File: src/rtl/lbrd_pkg.sv
package lbrd_pkg;

    localparam int CSD_W = 2;
    localparam int OED_W = 2;
    localparam int WS_W  = 4;

    typedef enum logic [2:0] {
        ST_IDLE,
        ST_ADDR,
        ST_CSDLY,
        ST_OEDLY,
        ST_WAIT,
        ST_ACK,
        ST_TURN
    } lb_state_e;

    typedef struct packed {
        logic [CSD_W-1:0] csd;
        logic [OED_W-1:0] oed;
        logic [WS_W-1:0]  ws;
    } lb_attr_t;

    // fine chip-select delay in fast ticks after the address latch closes
    function automatic int unsigned cs_fine_ticks(logic [CSD_W-1:0] code, int unsigned ph);
        case (code)
            2'b10:   return ph / 4;
            2'b11:   return ph / 2;
            default: return 0;
        endcase
    endfunction

    // chip-select already asserted during the address phase
    function automatic logic cs_early(logic [CSD_W-1:0] code);
        return ~code[1];
    endfunction

endpackage

File: src/rtl/lbrd_timer.sv
module lbrd_timer #(
    parameter int CW = 8
) (
    input  logic          clk,
    input  logic          rst,
    input  logic          load,
    input  logic [CW-1:0] load_val,
    output logic          zero
);
    logic [CW-1:0] cnt_q;

    always_ff @(posedge clk) begin
        if (rst)
            cnt_q <= '0;
        else if (load)
            cnt_q <= load_val;
        else if (cnt_q != '0)
            cnt_q <= cnt_q - 1'b1;
    end

    assign zero = (cnt_q == '0);

    p_timer_reload_r5: assert property (@(posedge clk) disable iff (rst)
        (!load && cnt_q != '0) |=> (cnt_q == $past(cnt_q) - 1'b1));
endmodule

File: src/rtl/lbrd_fsm.sv
module lbrd_fsm
    import lbrd_pkg::*;
#(
    parameter int PHASES = 4,
    parameter int CW     = 8
) (
    input  logic          clk,
    input  logic          rst,
    input  logic          req,
    input  lb_attr_t      attr_in,
    input  logic          zero,
    output lb_state_e     state,
    output logic          accept,
    output logic          load,
    output logic [CW-1:0] load_val,
    output logic          ale_n,
    output logic          cs_n,
    output logic          oe_n,
    output logic          ta_n,
    output logic          ctl_n
);
    localparam logic [CW-1:0] PH_C = CW'(PHASES);

    lb_state_e st_q, st_d;
    lb_attr_t  attr_q;
    logic [CW-1:0] fine_c;
    logic [CW-1:0] oed_len;
    logic [CW-1:0] ws_len;

    always_comb begin
        fine_c  = CW'(cs_fine_ticks(attr_q.csd, PHASES));
        oed_len = CW'(attr_q.oed) * PH_C;
        ws_len  = (CW'(attr_q.ws) + 1'b1) * PH_C;
    end

    assign accept = (st_q == ST_IDLE) && req;

    always_comb begin
        st_d     = st_q;
        load     = 1'b0;
        load_val = '0;
        case (st_q)
            ST_IDLE: if (req) begin
                st_d = ST_ADDR; load = 1'b1; load_val = PH_C - 1'b1;
            end
            ST_ADDR: if (zero) begin
                load = 1'b1;
                if (fine_c != '0) begin
                    st_d = ST_CSDLY; load_val = fine_c - 1'b1;
                end else if (oed_len != '0) begin
                    st_d = ST_OEDLY; load_val = oed_len - 1'b1;
                end else begin
                    st_d = ST_WAIT; load_val = ws_len - 1'b1;
                end
            end
            ST_CSDLY: if (zero) begin
                load = 1'b1;
                if (oed_len != '0) begin
                    st_d = ST_OEDLY; load_val = oed_len - 1'b1;
                end else begin
                    st_d = ST_WAIT; load_val = ws_len - 1'b1;
                end
            end
            ST_OEDLY: if (zero) begin
                st_d = ST_WAIT; load = 1'b1; load_val = ws_len - 1'b1;
            end
            ST_WAIT: if (zero) begin
                st_d = ST_ACK; load = 1'b1; load_val = '0;
            end
            ST_ACK: begin
                st_d = ST_TURN; load = 1'b1; load_val = PH_C - 1'b1;
            end
            ST_TURN: if (zero) st_d = ST_IDLE;
            default: st_d = ST_IDLE;
        endcase
    end

    always_ff @(posedge clk) begin
        if (rst) begin
            st_q   <= ST_IDLE;
            attr_q <= '0;
        end else begin
            st_q <= st_d;
            if (accept) attr_q <= attr_in;
        end
    end

    always_comb begin
        ale_n = (st_q != ST_ADDR);
        ctl_n = (st_q == ST_IDLE);
        ta_n  = (st_q != ST_ACK);
        oe_n  = !(st_q == ST_WAIT || st_q == ST_ACK);
        cs_n  = !(st_q == ST_OEDLY || st_q == ST_WAIT || st_q == ST_ACK ||
                  (st_q == ST_ADDR && cs_early(attr_q.csd)));
    end

    assign state = st_q;

    p_ale_inside_ctl_r2: assert property (@(posedge clk) disable iff (rst)
        !ale_n |-> !ctl_n);
    p_no_oe_with_ale_r4: assert property (@(posedge clk) disable iff (rst)
        !ale_n |-> oe_n);
    p_ta_single_r5: assert property (@(posedge clk) disable iff (rst)
        !ta_n |=> ta_n);
    p_strobes_together_r7: assert property (@(posedge clk) disable iff (rst)
        $rose(oe_n) |-> $rose(cs_n));
    p_ctl_after_strobes_r8: assert property (@(posedge clk) disable iff (rst)
        $rose(ctl_n) |-> (cs_n && oe_n && ale_n));
    p_start_from_idle_r9: assert property (@(posedge clk) disable iff (rst)
        $fell(ale_n) |-> $past(ctl_n));
endmodule

File: src/rtl/lbrd_datapath.sv
module lbrd_datapath
    import lbrd_pkg::*;
#(
    parameter int DW = 16
) (
    input  logic          clk,
    input  logic          rst,
    input  lb_state_e     state,
    input  logic          accept,
    input  logic          zero,
    input  logic [DW-1:0] addr_in,
    input  logic [DW-1:0] ad_in,
    output logic [DW-1:0] ad_out,
    output logic          ad_oe,
    output logic          done,
    output logic [DW-1:0] rdata
);
    logic [DW-1:0] addr_q;
    logic [DW-1:0] data_q;
    logic          done_q;

    always_ff @(posedge clk) begin
        if (rst) begin
            addr_q <= '0;
            data_q <= '0;
            done_q <= 1'b0;
        end else begin
            if (accept) addr_q <= addr_in;
            if (state == ST_WAIT && zero) data_q <= ad_in;
            done_q <= (state == ST_ACK);
        end
    end

    assign ad_out = addr_q;
    assign ad_oe  = (state == ST_ADDR) || (state == ST_CSDLY) || (state == ST_OEDLY);
    assign done   = done_q;
    assign rdata  = data_q;

    p_addr_steady_r10: assert property (@(posedge clk) disable iff (rst)
        (ad_oe && $past(ad_oe)) |-> $stable(ad_out));
endmodule

File: src/rtl/lbrd_read_seq.sv
module lbrd_read_seq
    import lbrd_pkg::*;
#(
    parameter int PHASES = 4,
    parameter int DW     = 16
) (
    input  logic                 clk,
    input  logic                 rst,
    input  logic                 req_i,
    input  logic [DW-1:0]        addr_i,
    input  logic [CSD_W-1:0]     csd_i,
    input  logic [OED_W-1:0]     oed_i,
    input  logic [WS_W-1:0]      ws_i,
    output logic [DW-1:0]        ad_o,
    output logic                 ad_oe_o,
    input  logic [DW-1:0]        ad_i,
    output logic                 ale_n_o,
    output logic                 cs_n_o,
    output logic                 oe_n_o,
    output logic                 ta_n_o,
    output logic                 ctl_n_o,
    output logic                 done_o,
    output logic [DW-1:0]        rdata_o
);
    localparam int MAX_TICKS = ((1 << WS_W) + (1 << OED_W) + 2) * PHASES;
    localparam int CW        = $clog2(MAX_TICKS + 1);

    lb_state_e     state;
    lb_attr_t      attr_in;
    logic          accept, load, zero;
    logic [CW-1:0] load_val;

    assign attr_in = '{csd: csd_i, oed: oed_i, ws: ws_i};

    lbrd_timer #(.CW(CW)) i_timer (
        .clk(clk), .rst(rst), .load(load), .load_val(load_val), .zero(zero)
    );

    lbrd_fsm #(.PHASES(PHASES), .CW(CW)) i_fsm (
        .clk(clk), .rst(rst), .req(req_i), .attr_in(attr_in), .zero(zero),
        .state(state), .accept(accept), .load(load), .load_val(load_val),
        .ale_n(ale_n_o), .cs_n(cs_n_o), .oe_n(oe_n_o), .ta_n(ta_n_o),
        .ctl_n(ctl_n_o)
    );

    lbrd_datapath #(.DW(DW)) i_dp (
        .clk(clk), .rst(rst), .state(state), .accept(accept), .zero(zero),
        .addr_in(addr_i), .ad_in(ad_i), .ad_out(ad_o), .ad_oe(ad_oe_o),
        .done(done_o), .rdata(rdata_o)
    );

    p_bus_released_r4: assert property (@(posedge clk) disable iff (rst)
        !oe_n_o |-> !ad_oe_o);
    p_done_follows_ta_r6: assert property (@(posedge clk) disable iff (rst)
        !ta_n_o |=> done_o);
    p_done_only_after_ta_r6: assert property (@(posedge clk) disable iff (rst)
        $rose(done_o) |-> $past(!ta_n_o));
endmodule

File: config.mk
export PLATFORM = sky130hd
export DESIGN_NAME = lbrd_read_seq
export DESIGN_NICKNAME = d
export VERILOG_FILES = /design/src/rtl/lbrd_pkg.sv /design/src/rtl/lbrd_timer.sv /design/src/rtl/lbrd_fsm.sv /design/src/rtl/lbrd_datapath.sv /design/src/rtl/lbrd_read_seq.sv
export SDC_FILE = /design/constraint.sdc
export NUM_CORES = 1
export LEC_CHECK = 0
export ABC_CLOCK_PERIOD_IN_PS = 2000
export BUFFER_PORTS_ARGS = -buffer_cell sky130_fd_sc_hd__buf_2
export CORE_ASPECT_RATIO = 0.7
export CORE_MARGIN = 2
export CORE_UTILIZATION = 52
export CTS_BUF_LIST = sky130_fd_sc_hd__clkbuf_8
export DETAILED_ROUTE_END_ITERATION = 7
export PLACE_DENSITY = 0.82
export SYNTH_ARGS = -nofsm -noshare
export SYNTH_HDL_FRONTEND = slang
export SYNTH_SLANG_ARGS = --single-unit
export TNS_END_PERCENT = 30
File: constraint.sdc
create_clock -name clk -period 2 [get_ports clk]
set_input_delay 0.3 -clock clk [delete_from_list [all_inputs] [get_ports clk]]
set_output_delay 0.3 -clock clk [all_outputs]
set_load 0.1 [all_outputs]
Word-level counts from Yosys, hierarchy flattened --
Index checks and enable logic that the tools add are counted.
Storage, ports and cells: register bits after elaboration 51, input bits 43, logic and storage cells 71
Operators by class: add/subtract/negate cells 5, equal/unequal tests 16, mux-type cells 22, bitwise operators 1, reduce and logical (&&, ||, !) cells 19
Operators by type and width (count):
- 2-to-1 mux 7 bit | 7
- one-hot mux 7 bit (5 select lines) | 1
- 2-to-1 mux 3 bit | 8
- one-hot mux 3 bit (7 select lines) | 1
- nonzero test 7 bit | 3
- subtractor 7 x 1 -> 7 bit (second input constant) | 2
- != test 2 x 1 -> 1 bit (second input constant) | 5
- == test 3 bit (second input constant) | 3
- logical NOT 7 bit | 1
- == test 3 x 2 -> 1 bit (second input constant) | 2
- logical OR 1 bit | 6
- AND reduction 6 bit | 1
- adder 4 x 1 -> 5 bit (second input constant) | 1
- subtractor 4 x 1 -> 5 bit (second input constant) | 1
- == test 2 bit (second input constant) | 2
- one-hot mux 2 bit (2 select lines) | 1
- OR reduction 4 bit | 1
- == test 3 x 1 -> 1 bit (second input constant) | 1
- logical AND 1 bit | 3
- logical NOT 3 bit | 1
- != test 3 x 1 -> 1 bit (second input constant) | 1
- != test 3 bit (second input constant) | 1
- one-hot mux 1 bit (3 select lines) | 1
- subtractor 2 x 1 -> 3 bit (second input constant) | 1
- other kinds (6) | 8

Depth between registers and ports, before layout --
Gate-level depths: netlist of the first run.
depth in word-level cells 7, gate-level depth with buffers 8, depth with buffers taken out 6

Modules after synthesis --
A second synthesis of the first run with hierarchy kept.
Unflattened totals: cell total of the unflattened synthesis 287, area total of the unflattened synthesis 2558.7 µm²
By module, submodules not included:
- lbrd_datapath | instances 1, cells an instance 127, area each 1328.8 µm²
- lbrd_fsm | instances 1, cells an instance 113, area each 830.8 µm²
- lbrd_timer | instances 1, cells an instance 47, area each 399.1 µm²

Least setup slack after synthesis of the first run --
Ideal clock, no wire load.
kind reg2out, start point register i_fsm.st_q[2], in the netlist i_fsm.state[2], end point output cs_n_o, data arrival time 2.852 ns, required time 1.700 ns, setup slack -1.152 ns, cell stages (with the launch flop) 4, path buffers 2, cells stage by stage dfxtp_1 -> buf_4 -> clkbuf_1 -> o21ai_0
Between the ends: word-level cells in the longest chain between the ends 5, elaborated cells on any way between the ends 9, those cells by class eq/ne (4); reduce/logical (5)
RTL lines:
- from (decl) | RTL line lbrd_fsm.sv:24 | lb_state_e st_q, st_d;
- from (signal assigned) | RTL line lbrd_fsm.sv:83 | st_q <= st_d;
- == test 3 x 2 -> 1 bit / == test 3 bit (equally long branches) | RTL line lbrd_fsm.sv:93 | cs_n = !(st_q == ST_OEDLY || st_q == ST_WAIT || st_q == ST_ACK ||
- logical OR 1 bit (2 in series) | RTL line lbrd_fsm.sv:93
- logical OR 1 bit * | RTL line lbrd_fsm.sv:93
- logical NOT 1 bit * | RTL line lbrd_fsm.sv:93
- to (decl) | RTL line lbrd_read_seq.sv:18 | output logic cs_n_o,
Every way passes the cells marked *; elsewhere a longest branch is shown, timed or not.

Worst setup path in the final report of the first run --
start point register i_timer.cnt_q[0], end point register i_fsm.st_q[0], in the netlist i_fsm.state[0]
Between the ends: word-level cells in the longest chain between the ends 3, elaborated cells on any way between the ends 7, those cells by class eq/ne (5); reduce/logical (2)
RTL lines:
- from (decl) | RTL line lbrd_timer.sv:10 | logic [CW-1:0] cnt_q;
- from (signal assigned) | RTL line lbrd_timer.sv:16 | cnt_q <= load_val;
- from (signal assigned) | RTL line lbrd_timer.sv:18 | cnt_q <= cnt_q - 1'b1;
- logical NOT 7 bit * | RTL line lbrd_timer.sv:21 | assign zero = (cnt_q == '0);
- != test 2 x 1 -> 1 bit (no line)
- AND reduction 6 bit (no line) *
Marked as above. A chain may end at the register's enable or synchronous reset.

==> metrics.md, run 1 <==
| Metric | Value |
|---|---|
| Status | completed |
| Worst-Margin Slew | 0.5130 ns |
| Period utilisation layout | 91.61% |
| Fillers | 384 |
| Worst Hold End | i_dp.ad_out[11] |
| Initial DRC Count | 159 |
| CTS root buf | clkbuf_8 |
| Worst setup EP type | register |
| Final Hold Vio Count | 0 |
| H-tree depth | 2 |
| Area grow syn2layout | 27.04% |
| CP Data Arrival Time | 2.04 ns |
| P_leak | 0.001345 uW |
| Post-synth EDFFs | 0 |
| CP max stage delay | 0.46 ns |
| Hold Crit Depth | 3 |
| Crit path max-delay cell type | or3b_4 |
| Final instance count without filler cells | 455 |
| Required time worst endpoint | 2.21 ns |
| Post-cts repair resize count | 0 |
| Synthesized cell area | 2490 sq um |
| Post-CTS Hold Buffers | 0 |
| Met1 wire length | 2827 um |
| Cell variety after synth | 55 |
| Avg WL per Cell | 13.15 um |
| Port Buffers | 81 |
| CTS Sinks | 51 |
| GP Congestion | 0.9253 |
| Hold Path Origin | addr_i[11] |
| CTS tree | built |
| First-pass GRT wire length | 9446 um |
| Min Clock Period, post-route | 1.832 ns |
| Reg2reg start | i_timer.cnt_q[0] |
| Die Height | 61.90 um |
| Die width | 86.71 um |
| Placeable Area | 4703 sq um |
| CP Launch Type | register |
| Place WS | 0.1187 ns |
| HP Class | in -> reg |
| Seq/Total Area, Yosys | 41.01% |
| Area leader, netlist | dfxtp_1 |
| Ys Warns | 0 |
| Fmax | 545.8 MHz |
| Routed Antenna Nets | 0 |
| Vias per std cell | 5.360 |
| Clock insertion delay at the later pin of the skew report | 0.30 ns |
| Initial antenna violation count | 0 |
| Vias in the first global route | 2050 |
| Share of layout cells above drive strength 1 | 30.65% |
| Postcts setup bufs | 0 |
| Max-slew violations | 0 |
| RR Endpoint | i_fsm.state[0] |
| Commonest cells after routing, fill and taps aside | nand2_1 (76), buf_2 (76), a21oi_1 (50), dfxtp_1 (50), nand3_1 (23) |
| Synth Flop Type | dfxtp_1 |
| Vias | 2439 |
| Post-synth top area share | 41.01% |
| HPWL after DPL | 4499 um |
| CP top delay family | simple AND/OR/NAND/NOR gates |
| Met3 wirelength from detailed routing | 465 um |
| Synth Area per Inst | 7.930 sq um |
| Initial core utilization | 52.94% |
| All-Layer GR Usage | 22.63% |
| Peak VDD IR | 0.0009416 V |
| Nets | 443 |
| Post-Place Cells | 447 |
| FF+latch count, synth | 51 |
| I/O Pins | 82 |
| MaxCap Viol Count | 0 |
| Setup CP Type | reg -> reg |
| Worst-path clk slew | 0.09 ns |
| DR top layer | met4 |
| Final setup fails | 0 |
| Routed wl met2 | 2632 um |
| WL final | 5984 um |
| Num rows | 21 |
| R2R cell count | 6 |
| Critical Path, Cell by Cell | inv_1 -> ha_1 -> or3b_4 -> nor3_2 -> o21ai_1 -> a221oi_2 |
| CTS Buf Count | 5 |
| DRT Pass-1 Iters | 4 |
| Reg2reg setup slack | 0.17 ns |
| Buffers plus inverters on the worst setup path | 1 |
| Largest net degree at the start of global routing | 30 |
| Clock buffer depth | 2 |
| DRC viols | 0 |
| Crit path max fanout | 6 |
| Synth top area cells | dfxtp_1 (41%), nand2_1 (11%), a21oi_1 (10%), nand3_1 (4.6%), clkbuf_1 (1.8%) |
| Die ar. | 5367 sq um |
| Worst Clk Skew | 0.006156 ns |
| Pwr dens | 1627 nW/um^2 |
| RSZ-0062 raised after global routing | no |
| Syn_nets | 360 |
| Post-Syn Instances | 314 |
| Final WS setup | 0.1677 ns |
| Async SR Flop Fraction | 0% |
| # diodes | 0 |
| Gr ovfl total | 0 |
| Max transition margin | 65.80% |
==> cells in the mapped netlist (all sizes together) (2+ instances only) <==
master,count
xor2,2
ha,3
o32ai,2
o21bai,2
nand2,77
buf,9
nor3b,2
nor2b,3
nor2,7
or4,2
or3,4
o21ai,11
nand4b,2
inv,7
o31ai,2
a41oi,2
nand2b,6
clkbuf,12
nor3,8
a21oi,50
dfxtp,51
o21a,2
xnor2,2
nand3b,2
nand3,24
a31oi,2
==> tightest hold or removal path, stage by stage <==
cell,delay (ns)
buf_2,0.09
nand2_1,0.05
a21oi_1,0.05
==> layout make-up <==
cell class / instances / area [sq um] / share of cell area [%]
Timing Repair Buffer: 97 / 600.6 / 18.99
Multi-Input combinational cell: 235 / 1348 / 42.60
Tap cell: 57 / 71.32 / 2.255
Inverter: 7 / 26.28 / 0.8307
Sequential cell: 51 / 1022 / 32.32
Clock inverter: 2 / 12.51 / 0.3956
Clock buffer: 6 / 82.58 / 2.611
==> power breakdown <==
part           total [uW]  leakage (uW)  internal, uW  switching (uW)
registers            1390      0.000416          1210             179
clock network         607     0.0000526           279             328
logic                3150      0.000876           975            2180
==> sequential cells by signal (all words and copies together), names as in the netlist <==
| signal | cells |
|---|---|
| i_dp.ad_out | 16 |
| i_dp.rdata | 16 |
| i_fsm.state | 3 |
| i_fsm.attr_q | 8 |
| i_timer.cnt_q | 7 |
| i_dp.done | 1 |
==> metrics by stage <==
step           hold WS [ns]  total power [uW]  instance area, sq um  TNS, ns  utilization (%)
2_1_floorplan        0.4360              3829                  2500  -0.2085                -
3_3_place_gp         0.4386              4465                  3062        0            65.10
3_5_place_dp         0.4430              4518                  3062        0            65.10
4_1_cts              0.2232              5128                  3157        0            67.12
5_1_grt              0.2270              5433                  3163        0            67.25
6_report             0.2314              5146                  3163        0            67.25
==> logic make-up after synthesis <==
logic type	count (synthesis)	synth area share, %
AND/OR/NAND/NOR	144	30.00
flip-flops	51	41.01
AO/OA/AOI/OAI	83	20.30
buffers and inverters	28	5.377
XOR/XNOR	4	1.407
multiplexers	1	0.4020
adder cells (fa/ha/maj)	3	1.508
==> worst max path at each step <==
| stage | slack (ns) | endpoint | cells after the start | from |
|---|---|---|---|---|
| 2_1_floorplan | -0.11 | i_fsm.state[2] | 5 | i_fsm.state[1] |
| 3_3_place_gp | 0.18 | i_fsm.state[0] | 6 | i_timer.cnt_q[0] |
| 3_5_place_dp | 0.12 | i_fsm.state[0] | 6 | i_timer.cnt_q[0] |
| 4_1_cts | 0.004 | ctl_n_o | 3 | i_fsm.state[0] |
| 5_1_grt | 0.07 | i_fsm.state[0] | 6 | i_timer.cnt_q[1] |
| 6_report | 0.17 | i_fsm.state[0] | 6 | i_timer.cnt_q[0] |
==> per-layer routing <==
metal	track usage (%)	vias up
met1	32.65	1090
met5	0	-
met4	6.027	0
met3	5.416	6
met2	34.40	86
li1	-	1257
No activity file was read; power rests on OpenSTA's default activity.
==> inputs of run 2 (changes only) <==
- CORE_UTILIZATION: 52 -> 35
- PLACE_DENSITY: 0.82 -> 0.69
==> metrics.md, run 2 (same netlist as run 1, synthesis figures left out) <==
| Metric | Value |
|---|---|
| Status | completed |
| Fmax | 527.2 MHz (-3.4%) |
| H-tree depth | 2 (unchanged) |
| Postcts setup bufs | 0 (unchanged) |
| HPWL after DPL | 4627 um (+2.9%) |
| CP Data Arrival Time | 2.11 ns (+0.07 ns) |
| Initial antenna violation count | 0 (unchanged) |
| Placeable Area | 6819 sq um (+45%) |
| Nets | 442 (-0.23%) |
| CTS root buf | clkbuf_8 |
| Num rows | 25 (+19%) |
| CP top delay family | simple AND/OR/NAND/NOR gates |
| Max-slew violations | 0 (unchanged) |
| # diodes | 0 (unchanged) |
| CP max stage delay | 0.47 ns (about the same) |
| Min Clock Period, post-route | 1.897 ns (+0.06452 ns) |
| GP Congestion | 0.9290 (+0.40%) |
| Initial DRC Count | 110 (-31%) |
| Register area | 1023 sq um (+0.12%) |
| CTS Sinks | 51 (unchanged) |
| Finished layout cell area | 3221 sq um (+1.8%) |
| WL final | 6216 um (+3.9%) |
| Pwr dens | 1617 nW/um^2 (-0.62%) |
| Worst Clk Skew | 0.004193 ns (-0.001963 ns) |
| Period utilisation layout | 94.84% (+3.2 points) |
| All-Layer GR Usage | 16.02% (-6.6 points) |
| Fillers | 715 (+86%) |
| DRT Pass-1 Iters | 4 (unchanged) |
| Crit path max fanout | 6 (unchanged) |
| Multi-input gate area | 1348 sq um (unchanged) |
| Final TNS setup | 0 ns (unchanged) |
| Share of layout cells above drive strength 1 | 30.98% (+0.33 points) |
| Clock buffer depth | 2 (unchanged) |
| Die width | 104.8 um (+21%) |
| Crit path max-delay cell type | or3b_4 |
| Setup CP Type | reg -> reg |
| P_leak | 0.001344 uW (about the same) |
| CP Launch Type | register |
| Routed Antenna Nets | 0 (unchanged) |
| Vias per std cell | 5.004 (-6.6%) |
| Worst-path clk slew | 0.10 ns (about the same) |
| HP Class | in -> reg |
| Cell Area, Placed | 3128 sq um (+2.2%) |
| CTS Buf Count | 5 (unchanged) |
| Buffers plus inverters on the worst setup path | 1 (unchanged) |
| Die Height | 74.57 um (+20%) |
| Max transition margin | 67.38% (+1.6 points) |
| Required time worst endpoint | 2.21 ns (about the same) |
| Clock insertion delay at the later pin of the skew report | 0.30 ns (about the same) |
| Peak VDD IR | 0.001000 V (+6.2%) |
| DRC viols | 0 (unchanged) |
| MaxCap Viol Count | 0 (unchanged) |
| Commonest cells after routing, fill and taps aside | nand2_1 (76), buf_2 (76), a21oi_1 (50) |
| CTS tree | built |
| Initial core utilization | 36.51% (-16 points) |
| Largest net degree at the start of global routing | 28 (-6.7%) |
| Worst-Margin Slew | 0.4927 ns (-0.02029 ns) |
| Vias in the first global route | 2163 (+5.5%) |
| Final Hold Vio Count | 0 (unchanged) |
| Die ar. | 7815 sq um (+46%) |
| I/O Pins | 82 (unchanged) |
| Port Buffers | 81 (unchanged) |
| Worst setup EP type | register |
| Final setup fails | 0 (unchanged) |
| Vias | 2457 (+0.74%) |
| Area grow syn2layout | 29.35% |
| Gr ovfl total | 0 (unchanged) |
| Critical Path, Cell by Cell | inv_1 -> ha_1 -> or3b_4 -> nor3_2 -> o21ai_1 -> a221oi_2 |
| First-pass GRT wire length | 10150 um (+7.4%) |
| Avg WL per Cell | 12.66 um (-3.7%) |
==> run 2: cell types whose count changed in the layout (fill, tap and decap cells not counted) <==
cell and delta:
inv_6 +1, dfxtp_2 +1, buf_4 -2, clkbuf_4 -1, inv_1 -1, clkinv_4 -1
clkbuf_8 -1, clkinv_2 +2, buf_12 +2, dfxtp_1 -1
==> run 2: path summary, 6_finish.rpt <==
| check | startpoint | endpoint | slack, ns | cells past startpoint |
|---|---|---|---|---|
| max | i_timer.cnt_q[0] | i_fsm.state[0] | 0.10 | 6 |
| min | addr_i[9] | i_dp.ad_out[9] | 0.22 | 3 |
| max reg2reg | i_timer.cnt_q[0] | i_fsm.state[0] | 0.10 | 6 |
| min reg2reg | i_dp.rdata[14] | i_dp.rdata[14] | 0.46 | 2 |
==> run 2: layout make-up <==
class / instances / share of cell area (%)
multi-input combinational: 235 / 41.84
sequential: 51 / 31.78
timing repair buffer: 96 / 19.19
tap: 94 / 3.652
clock buffer: 5 / 2.137
inverter: 7 / 0.8159
clock inverter: 3 / 0.5828
==> run 2: power breakdown <==
| group | switching, uW | total, uW | leakage, uW | internal [uW] |
|---|---|---|---|---|
| clock network | 354 | 602 | 0.0000483 | 247 |
| logic | 2180 | 3200 | 0.000879 | 1020 |
| registers | 195 | 1400 | 0.000417 | 1210 |
| total | 2730 | 5210 | 0.00134 | 2480 |
==> run 2: stage by stage <==
step           instances  util (%)  worst slack [ns]  power (uW)  hold WS (ns)
2_1_floorplan        314         -           -0.1133        3829        0.4360
3_3_place_gp         483     45.87            0.1990        4563        0.4391
3_5_place_dp         483     45.87           0.07846        4591        0.4444
4_1_cts              491     47.19           0.03942        5222        0.2065
5_1_grt              491     47.23         -0.003090        5527        0.2060
6_report             491     47.23            0.1032        5208        0.2205
==> run 2: routing by layer <==
layer / global-route usage (%) / up-vias / part of all wire [%]
met5: 0 / - / 0
met4: 2.370 / 0 / 0.27
met3: 5.171 / 4 / 6.4
met2: 24.68 / 75 / 44
met1: 22.57 / 1118 / 49
li1: - / 1260 / -
==> run 2: what timing repair did <==
action	4_1_cts	5_1_grt
setup endpoints to repair	1	10
hold buffers	0	0
pin swaps	0	0
gates resized for setup	2	1
==> run 2: worst reg2reg max path, cell delays in order, from the launching register on <==
cell and delay (ns):
dfxtp_1 0.34, inv_1 0.08, ha_1 0.21, or3b_4 0.47, nor3_2 0.28, o21ai_1 0.13, a221oi_2 0.29
